### config.mk
export PLATFORM = sky130hd
export DESIGN_NAME = lvl_trig_gate
export DESIGN_NICKNAME = d
export VERILOG_FILES = /design/src/rtl/lvl_trig_pkg.sv /design/src/rtl/lvl_cross_det.sv /design/src/rtl/lvl_post_cnt.sv /design/src/rtl/lvl_trig_ctrl.sv /design/src/rtl/lvl_trig_gate.sv
export SDC_FILE = /design/constraint.sdc
export NUM_CORES = 1
export LEC_CHECK = 0
export CAP_MARGIN = 10
export CORE_ASPECT_RATIO = 1.5
export CORE_MARGIN = 2
export CORE_UTILIZATION = 56
export DETAILED_ROUTE_END_ITERATION = 16
export GPL_TIMING_DRIVEN = 0
export PLACE_DENSITY = 0.94
export SYNTH_ARGS = -nofsm -noshare
export SYNTH_HDL_FRONTEND = slang
export SYNTH_SLANG_ARGS = --single-unit
### constraint.sdc
create_clock -name clk -period 8.5 [get_ports clk]
set_clock_uncertainty 0.15 [all_clocks]
set_input_delay 0.85 -clock clk [delete_from_list [all_inputs] [get_ports clk]]
set_output_delay 0.85 -clock clk [all_outputs]
set_load 0.05 [all_outputs]
### src/rtl/lvl_trig_pkg.sv
package lvl_trig_pkg;
  typedef enum logic [1:0] {
    ST_IDLE  = 2'd0,
    ST_ARMED = 2'd1,
    ST_POST  = 2'd2
  } gate_st_e;

  localparam int NCOND = 5;
  localparam int C_MAN = 0;
  localparam int C_R1  = 1;
  localparam int C_F1  = 2;
  localparam int C_R2  = 3;
  localparam int C_F2  = 4;
  localparam int NCH   = 2;
endpackage

### src/rtl/lvl_cross_det.sv
module lvl_cross_det #(
  parameter int SAMP_W = 16
) (
  input  logic signed [SAMP_W-1:0] cur,
  input  logic signed [SAMP_W-1:0] prev,
  input  logic signed [SAMP_W-1:0] level,
  input  logic                     prev_ok,
  output logic                     rise,
  output logic                     fall
);
  always_comb begin
    rise = prev_ok && (cur >= level) && (prev < level);
    fall = prev_ok && (cur <= level) && (prev > level);
  end
endmodule

### src/rtl/lvl_post_cnt.sv
module lvl_post_cnt #(
  parameter int LEN_W = 16
) (
  input  logic             clk,
  input  logic             rst_l,
  input  logic             load,
  input  logic [LEN_W-1:0] load_val,
  input  logic             dec,
  output logic             cnt_one
);
  logic [LEN_W-1:0] cnt_q, cnt_d;
  logic             cnt_en;

  always_comb begin
    cnt_en = load | dec;
    cnt_d  = load ? load_val : (cnt_q - LEN_W'(1));
  end

  always_ff @(posedge clk or negedge rst_l) begin
    if (!rst_l) cnt_q <= '0;
    else if (cnt_en) cnt_q <= cnt_d;
  end

  assign cnt_one = (cnt_q == LEN_W'(1));
endmodule

### src/rtl/lvl_trig_ctrl.sv
module lvl_trig_ctrl
  import lvl_trig_pkg::*;
(
  input  logic     clk,
  input  logic     rst_l,
  input  logic     start,
  input  logic     trig_beat,
  input  logic     remain_zero,
  input  logic     post_last,
  output gate_st_e st
);
  gate_st_e st_q, st_d;

  always_comb begin
    st_d = st_q;
    unique case (st_q)
      ST_IDLE:  if (start) st_d = ST_ARMED;
      ST_ARMED: if (trig_beat) st_d = remain_zero ? ST_IDLE : ST_POST;
      ST_POST:  if (post_last) st_d = ST_IDLE;
      default:  st_d = ST_IDLE;
    endcase
  end

  always_ff @(posedge clk or negedge rst_l) begin
    if (!rst_l) st_q <= ST_IDLE;
    else st_q <= st_d;
  end

  assign st = st_q;
endmodule

### src/rtl/lvl_trig_gate.sv
module lvl_trig_gate
  import lvl_trig_pkg::*;
#(
  parameter int SAMP_W = 16,
  parameter int LEN_W  = 16
) (
  input  logic                  clk,
  input  logic                  rst_n,
  input  logic [NCOND-1:0]      cfg_en_mask,
  input  logic [2*SAMP_W-1:0]   cfg_levels,
  input  logic [LEN_W-1:0]      cfg_len,
  input  logic [LEN_W-1:0]      cfg_pos,
  input  logic                  start,
  input  logic                  manual_trig,
  input  logic [2*SAMP_W-1:0]   s_tdata,
  input  logic                  s_tvalid,
  output logic                  s_tready,
  output logic [2*SAMP_W-1:0]   m_tdata,
  output logic                  m_tvalid,
  input  logic                  m_tready,
  output logic                  m_tlast,
  output logic                  idle,
  output logic                  armed,
  output logic [NCOND-1:0]      detected
);
  localparam int BEAT_W = 2 * SAMP_W;

  // reset: asserted at once, released through two flops
  logic [1:0] rst_sync_q;
  logic       rst_l;
  always_ff @(posedge clk or negedge rst_n) begin
    if (!rst_n) rst_sync_q <= 2'b00;
    else rst_sync_q <= {rst_sync_q[0], 1'b1};
  end
  assign rst_l = rst_sync_q[1];

  gate_st_e st;
  logic st_armed, st_post, active;
  logic start_ok, beat, trig_beat, post_last, cnt_one, remain_zero;

  logic [NCOND-1:0]  mask_q;
  logic [BEAT_W-1:0] lvl_q;
  logic [LEN_W-1:0]  remain_q, remain_d;
  logic              cfg_en;

  logic [SAMP_W-1:0] prev_q [NCH];
  logic              prev_ok_q, prev_ok_d, prev_en;

  logic              man_pend_q, man_pend_d, man_pend_en, man_hit;
  logic [NCOND-1:0]  det_q, det_d, cond, hit;
  logic              det_en;
  logic [NCH-1:0]    rise_v, fall_v;

  always_comb begin
    st_armed = (st == ST_ARMED);
    st_post  = (st == ST_POST);
    active   = st_armed | st_post;
    start_ok = (st == ST_IDLE) & start;
    beat     = active & s_tvalid & m_tready;
  end

  // configuration captured at start
  always_comb begin
    cfg_en   = start_ok;
    remain_d = cfg_len - cfg_pos - LEN_W'(1);
  end

  always_ff @(posedge clk or negedge rst_l) begin
    if (!rst_l) begin
      mask_q   <= '0;
      lvl_q    <= '0;
      remain_q <= '0;
    end else if (cfg_en) begin
      mask_q   <= cfg_en_mask;
      lvl_q    <= cfg_levels;
      remain_q <= remain_d;
    end
  end

  // sample history
  always_comb begin
    prev_en   = start_ok | beat;
    prev_ok_d = ~start_ok;
  end

  always_ff @(posedge clk or negedge rst_l) begin
    if (!rst_l) prev_ok_q <= 1'b0;
    else if (prev_en) prev_ok_q <= prev_ok_d;
  end

  generate
    for (genvar g = 0; g < NCH; g++) begin : g_ch
      localparam int LO = (NCH - 1 - g) * SAMP_W;
      logic [SAMP_W-1:0] cur_s, lvl_s;
      assign cur_s = s_tdata[LO +: SAMP_W];
      assign lvl_s = lvl_q[LO +: SAMP_W];

      always_ff @(posedge clk or negedge rst_l) begin
        if (!rst_l) prev_q[g] <= '0;
        else if (beat) prev_q[g] <= cur_s;
      end

      lvl_cross_det #(.SAMP_W(SAMP_W)) u_det (
        .cur     (cur_s),
        .prev    (prev_q[g]),
        .level   (lvl_s),
        .prev_ok (prev_ok_q),
        .rise    (rise_v[g]),
        .fall    (fall_v[g])
      );
    end
  endgenerate

  // manual request, held until a beat takes it
  always_comb begin
    man_hit     = man_pend_q | (manual_trig & mask_q[C_MAN]);
    man_pend_en = start_ok | (st_armed & manual_trig & mask_q[C_MAN] & ~trig_beat);
    man_pend_d  = ~start_ok;
  end

  always_ff @(posedge clk or negedge rst_l) begin
    if (!rst_l) man_pend_q <= 1'b0;
    else if (man_pend_en) man_pend_q <= man_pend_d;
  end

  always_comb begin
    cond        = '0;
    cond[C_MAN] = man_hit;
    cond[C_R1]  = rise_v[0];
    cond[C_F1]  = fall_v[0];
    cond[C_R2]  = rise_v[1];
    cond[C_F2]  = fall_v[1];
    hit         = cond & mask_q;
    trig_beat   = st_armed & beat & (|hit);
    remain_zero = (remain_q == '0);
    det_en      = start_ok | trig_beat;
    det_d       = start_ok ? '0 : hit;
  end

  always_ff @(posedge clk or negedge rst_l) begin
    if (!rst_l) det_q <= '0;
    else if (det_en) det_q <= det_d;
  end

  lvl_post_cnt #(.LEN_W(LEN_W)) u_cnt (
    .clk      (clk),
    .rst_l    (rst_l),
    .load     (trig_beat),
    .load_val (remain_q),
    .dec      (st_post & beat),
    .cnt_one  (cnt_one)
  );

  assign post_last = st_post & beat & cnt_one;

  lvl_trig_ctrl u_ctrl (
    .clk         (clk),
    .rst_l       (rst_l),
    .start       (start),
    .trig_beat   (trig_beat),
    .remain_zero (remain_zero),
    .post_last   (post_last),
    .st          (st)
  );

  always_comb begin
    s_tready = active & m_tready;
    m_tvalid = active & s_tvalid;
    m_tdata  = s_tdata;
    m_tlast  = m_tvalid & ((st_armed & (|hit) & remain_zero) | (st_post & cnt_one));
    idle     = (st == ST_IDLE);
    armed    = st_armed;
    detected = det_q;
  end
endmodule

==> summary.md <==
| Metric | Value |
|---|---|
| Max-cap viol count | `0` |
| Max-slew violations | `0` |
| Flop and latch count out of synthesis | `112` |
| Most used DFF post-synth | `dfrtp_1` |
| Post-synthesis average cell area | `9.57 um^2` |
| Cell taking the most area after synthesis | `dfrtp_1` |
| CTS tree | `yes` |
| Worst setup slack for register-to-register paths | `4.84 ns` |
| RSZ-0062 raised after global routing | `no` |
| Hold crit path type | `reg -> async` |
| Endpoint of the lowest-slack register-to-register path | `u_cnt.cnt_q[7]$_DFFE_PN0P_` |
| Total gr overflow | `0` |
| Clock-pin transition on the worst setup and hold timing paths | `0.07 ns` |
| Final worst-path cycle share | `0.679` |
| Count of final hold-check violations | `0` |
| Number of design-rule violations left by the first detailed-router iteration | `241` |
| Initial Util | `0.576` |
| Vias post-DR | `6062` |
| Endpoint arrival time on the critical path | `4.77 ns` |
| Port Buffers | `148` |
| Post-route ant nets | `0` |
| Routed wire per std cell | `16.3 um` |
| DRC errors left | `0` |
| Largest fanout on the critical path | `6` |
| Number of synthesized flops with an enable pin | `0` |
| Power Dens Cells | `313 nW/um^2` |
| Startpoint Class | `input pin` |
| Minimum clock period after layout | `5.77 ns` |
| Sequential element share of the synthesized area | `0.389` |
| Total Routing Usage GR | `0.258` |
| Post-synth net total | `945` |
| Synth Warn # | `0` |
| Met3 wire length | `699 um` |
| RD Place Congestion | `0.883` |
| I/O pin cnt | `149` |
| Critical R2R Launch | `lvl_q[14]$_DFFE_PN0P_` |
| Number of iterations in the first detailed-routing pass | `5` |
| Length of routed met2 wiring | `9.51 mm` |
| Number of standard cells after synthesis | `753` |
| DRT Wirelength | `17.5 mm` |
| Total standard cell area after synthesis | `7210 um^2` |
| Area of the die | `13800 um^2` |
| PnR worst setup slack | `2.73 ns` |
| Clock sink count | `112` |
| CTS hold repair buffers | `0` |
| Share of synthesized registers carrying an async set or reset | `1.00` |
| Die X | `96.6 um` |
| Number of distinct library cells after synthesis | `53` |
| Type of the worst setup path | `in -> out` |
| Number of diodes | `0` |
| CP required | `7.50 ns` |
| Post-CTS setup buffers | `0` |
| Transition time of the tightest slew-check pin | `0.746 ns` |
| Net count reported at finish | `1105` |
| Buffer levels on the longest clock path | `2` |
| Worst hold margin | `0.214 ns` |
| Number of antenna violations at the first check in global routing | `0` |
| Num rows | `50` |
| Number of gates resized after CTS | `0` |
| Relative max-transition margin | `0.490` |
| Area occupied by multi-input gates | `3850 um^2` |
| Number of global-route vias before repair | `6379` |
| Setup WS pre-CTS | `2.80 ns` |
| Cell at the root of the clock tree | `clkbuf_16` |
| Mean number of vias per cell | `5.64` |
| Cell count of the worst reg-to-reg path | `12` |
| Max Clk Rate | `173 MHz` |
| Std-Cell Core Area | `12500 um^2` |
| Area share of the largest cell type after synthesis | `0.389` |
| Clock latency reported for the late side of the worst-skew pair | `0.35 ns` |
| Die height | `143 um` |
| Largest net degree at the start of global routing | `64` |
| Maximum vdd drop | `0.227 mV` |
| Top Metal Used | `met4` |
| Area growth, synth to finish | `28.1%` |
| Main area contributors after synthesis | `dfrtp_1, ha_1, nand2_1` |
| Total clock buffers created by CTS | `9` |
| Total Negative Setup Slacks | `0 ns` |
| Status | `completed` |
| Number of H-tree levels | `3` |
| Pleak | `4.38 nW` |
| Final number of setup-violating endpoints | `0` |
| Wire length of the first global-routing pass | `29.2 mm` |
| Sum of routed wire segments on met1 | `6.61 mm` |
| Placed wire-length estimate | `13.7 mm` |
| Category of the worst setup path capture point | `primary output` |
| Total area of sequential cells | `2810 um^2` |
| Fill count | `861` |
| Fraction of final layout cells with drive strength greater than 1 | `0.122` |
-- synth_stat cells (all sizes together) (2+ instances only) --
cell type  number
a2111o          2
a2111oi         4
a211o           2
a211oi          5
a21o            9
a21oi          28
a31oi           2
and2            7
buf            36
clkbuf         15
dfrtp         112
ha             84
inv            61
mux2           55
nand2         138
nand2b          4
nand3          15
nand4          15
nand4b          2
nor2           18
nor2b           9
nor3           12
nor3b           2
nor4            7
o211ai          8
o21a            5
o21ai          36
o22ai           2
o2bb2ai         2
o31a            2
o32ai           2
or2             2
or3             4
or4             5
xnor2          17
xor2           12
-- metrics by stage --
step	cell area (um^2)	power (mW)	utilization	cells
6_report	9240	2.89	0.738	1074
5_1_grt	9240	3.10	0.738	1074
4_1_cts	9240	2.88	0.738	1074
3_5_place_dp	8920	2.40	0.713	1058
3_3_place_gp	8890	2.30	0.710	1057
2_1_floorplan	7210	1.97	-	753
-- worst max-delay path by stage --
stage	slack (ns)	from	to	cells after the start
2_1_floorplan	4.11	s_tdata[15]	m_tlast	10
3_3_place_gp	2.88	s_tdata[15]	m_tlast	12
3_5_place_dp	2.80	s_tdata[15]	m_tlast	12
4_1_cts	2.77	s_tdata[15]	m_tlast	12
5_1_grt	2.55	s_tdata[13]	m_tlast	12
6_report	2.73	s_tdata[15]	m_tlast	12
-- final cells by class --
type,count,area share
Buffer,51,0.0353
Clock buffer,10,0.0248
Clock inverter,6,0.0100
Inverter,61,0.0248
Multi-Input combinational cell,529,0.417
Sequential cell,112,0.304
Tap cell,156,0.0211
Timing Repair Buffer,149,0.163
-- layout by cell type, fill, tap and decap left out, types with 4 or more instances in the layout --
master	instances
a2111oi_0	4
a211oi_1	5
a21o_1	9
a21oi_1	28
and2_1	7
buf_4	32
clkbuf_1	16
clkbuf_16	9
clkdlybuf4s50_1	148
dfrtp_1	111
ha_1	84
inv_1	61
mux2_2	45
mux2_4	10
nand2_1	138
nand2b_1	4
nand3_1	15
nand4_1	15
nor2_1	18
nor2b_1	8
nor3_1	12
nor4_1	7
o211ai_1	8
o21a_1	5
o21ai_0	36
or3_1	4
or4_1	5
xnor2_1	17
xor2_1	12
-- kinds of logic (layout without fill, tap and decap cells) --
| group | count (synthesis) | in the layout | share of synthesized area |
|---|---|---|---|
| AND/OR/NAND/NOR | 244 | 244 | 0.158 |
| AO/OA/AOI/OAI | 115 | 115 | 0.101 |
| flip-flops | 112 | 112 | 0.389 |
| buffers and inverters | 112 | 277 | 0.0771 |
| adder cells (fa/ha/maj) | 85 | 85 | 0.149 |
| multiplexers | 55 | 55 | 0.0911 |
| XOR/XNOR | 29 | 29 | 0.0352 |
| other | 1 | 1 | 0.000520 |
-- where the power goes --
part           switching (mW)  leakage (nW)  total [mW]  internal, mW
Clock                   0.197         0.149       0.457         0.260
Combinational           0.804          2.86        1.47         0.664
Sequential              0.178          1.37       0.964         0.785
Total                    1.18          4.38        2.89          1.71
-- worst max-delay path, cell delays in order --
cell and delay [ns]:
clkdlybuf4s50_1 0.47, ha_1 0.36, nand4_1 0.17, or4_1 0.63
a21o_1 0.22, nand4_1 0.11, nor3b_2 0.21, o22ai_1 0.14
a2111o_1 0.51, a32oi_1 0.31, nor2b_1 0.08, clkdlybuf4s50_1 0.71
-- routing by layer --
| layer | track usage | vias up |
|---|---|---|
| met3 | 0.0323 | 60 |
| li1 | - | 2900 |
| met4 | 0.134 | 0 |
| met5 | 0 | - |
| met2 | 0.481 | 215 |
| met1 | 0.288 | 2887 |
-- registers in the layout, summed over array words and instances (netlist names) --
name and cells:
detected 5, prev_ok_q 1, u_ctrl.st 2, remain_q 16, mask_q 5, prev_q 32
u_cnt.cnt_q 16, man_pend_q 1, lvl_q 32, rst_sync_q 2
No activity file was read; power rests on OpenSTA's default activity.
